### config.mk
export PLATFORM = sky130hd
export DESIGN_NAME = sca_adder
export DESIGN_NICKNAME = d
export VERILOG_FILES = /design/src/rtl/sca_pkg.sv /design/src/rtl/sca_bk_slice.sv /design/src/rtl/sca_inc_conv.sv /design/src/rtl/sca_pick.sv /design/src/rtl/sca_adder.sv
export SDC_FILE = /design/constraint.sdc
export NUM_CORES = 1
export LEC_CHECK = 0
export BUFFER_PORTS_ARGS = -buffer_cell sky130_fd_sc_hd__buf_4
export CAP_MARGIN = 20
export CORE_MARGIN = 1
export CORE_UTILIZATION = 50
export DETAILED_ROUTE_END_ITERATION = 12
export PLACE_DENSITY = 0.95
export SLEW_MARGIN = 30
export SYNTH_ARGS = -nofsm -noshare
export SYNTH_HDL_FRONTEND = slang
export SYNTH_HIERARCHICAL = 1
export SYNTH_SLANG_ARGS = --single-unit
### constraint.sdc
create_clock -name vclk -period 9.5
set_input_delay 0.95 -clock vclk [all_inputs]
set_output_delay 0.95 -clock vclk [all_outputs]
set_load 0.01 [all_outputs]
### src/rtl/sca_pkg.sv
package sca_pkg;
    // width of one slice; the prefix tree below is built for this size
    localparam int SLICE_W = 4;
    // candidate width: slice sum bits plus the slice carry
    localparam int CAND_W  = SLICE_W + 1;
endpackage

### src/rtl/sca_bk_slice.sv
// Four-bit Brent-Kung prefix adder. The slice carry-in is folded into bit 0's generate term.
module sca_bk_slice
    import sca_pkg::*;
(
    input  logic [SLICE_W-1:0] x_in,
    input  logic [SLICE_W-1:0] y_in,
    input  logic               c_in,
    output logic [SLICE_W-1:0] s_out,
    output logic               c_out
);
    logic [SLICE_W-1:0] prop;
    logic [SLICE_W-1:0] gen;
    logic g_0;      // generate of bit 0 including carry-in
    logic g_10;     // group generate over bits 1..0
    logic g_32;     // group generate over bits 3..2
    logic p_32;     // group propagate over bits 3..2
    logic g_20;     // fix-up node: bits 2..0
    logic g_30;     // root node: bits 3..0

    // pre-processing: per-bit propagate and generate
    always_comb begin
        prop = x_in ^ y_in;
        gen  = x_in & y_in;
    end

    // carry network, first level combines neighbour pairs
    always_comb begin
        g_0  = gen[0] | (prop[0] & c_in);
        g_10 = gen[1] | (prop[1] & g_0);
        g_32 = gen[3] | (prop[3] & gen[2]);
        p_32 = prop[3] & prop[2];
    end

    // second level root and inverse-tree fix-up
    always_comb begin
        g_30 = g_32 | (p_32 & g_10);
        g_20 = gen[2] | (prop[2] & g_10);
    end

    // post-processing: sum from propagate and incoming carry
    always_comb begin
        s_out = prop ^ {g_20, g_10, g_0, c_in};
        c_out = g_30;
    end
endmodule

### src/rtl/sca_inc_conv.sv
// Add-one converter on a carry-free slice result (sum bits plus carry).
module sca_inc_conv
    import sca_pkg::*;
(
    input  logic [SLICE_W-1:0] s_base,
    input  logic               c_base,
    output logic [SLICE_W-1:0] s_plus,
    output logic               c_plus
);
    // run[k] is high when all bits below k are one
    logic [SLICE_W:0] run;

    always_comb begin
        run[0] = 1'b1;
        for (int k = 0; k < SLICE_W; k++) begin
            run[k+1] = run[k] & s_base[k];
        end
    end

    always_comb begin
        for (int k = 0; k < SLICE_W; k++) begin
            s_plus[k] = s_base[k] ^ run[k];
        end
        c_plus = c_base | run[SLICE_W];
    end
endmodule

### src/rtl/sca_pick.sv
// Two-way candidate selector (sum bits plus carry).
module sca_pick #(
    parameter int W = 5
) (
    input  logic [W-1:0] cand_lo,
    input  logic [W-1:0] cand_hi,
    input  logic         pick_hi,
    output logic [W-1:0] chosen
);
    always_comb begin
        chosen = pick_hi ? cand_hi : cand_lo;
    end
endmodule

### src/rtl/sca_adder.sv
module sca_adder
    import sca_pkg::*;
#(
    parameter int DATA_W = 16
) (
    input  logic [DATA_W-1:0] opnd_a,
    input  logic [DATA_W-1:0] opnd_b,
    input  logic              carry_in,
    output logic [DATA_W-1:0] sum_out,
    output logic              carry_out
);
    localparam int NUM_SL = DATA_W / SLICE_W;

    // slice_c[k] is the carry entering slice k
    logic [NUM_SL:0] slice_c;

    assign slice_c[0] = carry_in;

    generate
        for (genvar k = 0; k < NUM_SL; k++) begin : g_slice
            if (k == 0) begin : g_base
                sca_bk_slice u_bk (
                    .x_in (opnd_a[SLICE_W-1:0]),
                    .y_in (opnd_b[SLICE_W-1:0]),
                    .c_in (slice_c[0]),
                    .s_out(sum_out[SLICE_W-1:0]),
                    .c_out(slice_c[1])
                );
            end else begin : g_upper
                logic [SLICE_W-1:0] s_zero;
                logic               c_zero;
                logic [SLICE_W-1:0] s_one;
                logic               c_one;
                logic [CAND_W-1:0]  picked;

                sca_bk_slice u_bk (
                    .x_in (opnd_a[k*SLICE_W +: SLICE_W]),
                    .y_in (opnd_b[k*SLICE_W +: SLICE_W]),
                    .c_in (1'b0),
                    .s_out(s_zero),
                    .c_out(c_zero)
                );

                sca_inc_conv u_inc (
                    .s_base(s_zero),
                    .c_base(c_zero),
                    .s_plus(s_one),
                    .c_plus(c_one)
                );

                sca_pick #(.W(CAND_W)) u_pick (
                    .cand_lo({c_zero, s_zero}),
                    .cand_hi({c_one, s_one}),
                    .pick_hi(slice_c[k]),
                    .chosen (picked)
                );

                assign sum_out[k*SLICE_W +: SLICE_W] = picked[SLICE_W-1:0];
                assign slice_c[k+1]                  = picked[SLICE_W];
            end
        end
    endgenerate

    assign carry_out = slice_c[NUM_SL];
endmodule

==> results.toml <==
[outcome]
status = "finished, final reports clean"

[worst_setup_path]
startpoint_type = "input port"
worstSetupStartpoint = "opnd_a[4]"
cp_data_required_time_ps = 8550
end_kind = "primary output"
crit_type = "input port to primary output"
arrival_ps = 3940
critPathMaxFanout = 5

[hold_path]
worstHoldStart = "opnd_b[1]"
hp-class = "input port to primary output"

[placed_design]
io_buffers = 50
place_hpwl_mm = 1.67
gp_congestion = 0.748
dp_slack_ps = 4600

[synthesis]
syn_inst = 87
synth_area_um2 = 821
synthTopCellsByArea = "fa_1 (29%), ha_1 (26%), mux2_2 (21%), inv_1 (11%), xor2_1 (4.3%)"
yosysSeqAreaShare_pct = 0
yosysWarnings = 6
synth_top_area_share_pct = 29.3
synth_cell_types = 10
postSynthAreaPerCell_um2 = 9.43
yosys.area.top_type = "fa_1"

[layout]
seq_cells = 0
nClkBuffers = 0
fin_util_pct = 80.3
syn_to_final_growth_pct = 49.1
regArea_um2 = 0
final_common_cell = "buf_4"
final_cell_mix = "buf_4 (50), inv_1 (23), ha_1 (17)"
nets = 203
drive_gt1_share_pct = 46.8
antenna_cells = 0

[global_routing]
grt_pass1_vias = 792
grt_usage_pct = 20.5
grt_pass1_wl_mm = 3.02
grt-ovfl-total = 0
antenna_found_initial = 0
grt_max_degree = 6

[die]
core_um2 = 1520
die_h_um = 42.5
num_io_pins = 50
dieArea_um2 = 1810
initial_core_util_pct = 53.9
rows = 14
dieWidth_um = 42.5

[pwr]
peakVddDrop_uv = 75.3
power_leakage_nw = 0.696
power.total_w = 0.000120
cellPowerDensity_nw_per_um2 = 98.4

[timing]
setup-tns-final_ps = 0
fin_crit_ps = 4890
max_freq_mhz = 205
finalCritPeriodShare_pct = 51.4
setup_viol_count_final = 0
rsz0062_at_grt = "no"
final_max_slew_viol_count = 0
setup_slack_ps = 4610
finalHoldViolCount = 0

[routing]
via_count = 780
drt-total-wl_mm = 1.74
drc = 0
wl_per_cell_um = 11.3
vias_per_cell = 5.03
dr.pass1.iters = 2
drt_iter0_markers = 3
ant_nets = 0

[flow_run]
maxCapViolCount = 0

[cts]
postCtsSetupRepairBufs = 0
ctsHoldBuffers = 0
post_cts_resized = 0
-- logic make-up after synthesis --
family,after synthesis,share of synthesized area [%]
xor gates and xnor gates,4,4.27
AOI/OAI and AO/OA,4,2.44
buffers and inverters,23,10.5
other,1,0.457
and+or+nand+nor,11,6.55
muxes,15,20.6
adders and majority gates,29,55.2
-- power by group --
group | internal [W] | switching, W
sequential | 0 | 0
clock | 0 | 0
combinational | 0.0000679 | 0.0000525
total | 0.0000679 | 0.0000525
-- Yosys cell counts, drive strengths merged --
library cell / instances
inv: 23
nand3: 4
xor2: 4
or2: 3
ha: 17
a21oi: 4
fa: 12
nand2: 4
conb: 1
mux2: 15
-- stage by stage --
step | hold slack (ps) | cells | cell area [um2]
finish | 2240 | 155 | 1220
floorplan | 2090 | 89 | 828
detailed placement | 2250 | 155 | 1220
global route | 2260 | 155 | 1220
global placement | 2240 | 155 | 1220
CTS | 2250 | 155 | 1220
-- worst max-delay path: stages --
cell    delay, ps
buf_4         110
inv_1          70
fa_1          170
inv_1          50
fa_1          400
fa_1          460
ha_1          220
ha_1          170
or2_1         230
mux2_2        320
mux2_2        300
mux2_2        350
buf_4         140
-- final cells by class --
class | instances | area [um2]
Tap cell | 16 | 20.0
Fill cell | 104 | 300
Inverter | 23 | 86.3
Multi-Input combinational cell | 66 | 742
Timing Repair Buffer | 50 | 375
-- per-layer routing --
metal  global-route usage (%)  up-vias  share of wire (%)
li1                         -      381                  -
met1                     21.4      363                 34
met2                     45.2       36                 59
met3                     1.29        0                6.6
met4                        0        0                  0
met5                        0        -                  0
-- path summary, 6_finish.rpt --
| path | endpoint | depth (start not counted) | slack (ps) |
|---|---|---|---|
| min | sum_out[1] | 3 | 2240 |
| max | sum_out[12] | 13 | 4610 |
No activity file was read; power rests on OpenSTA's default activity.
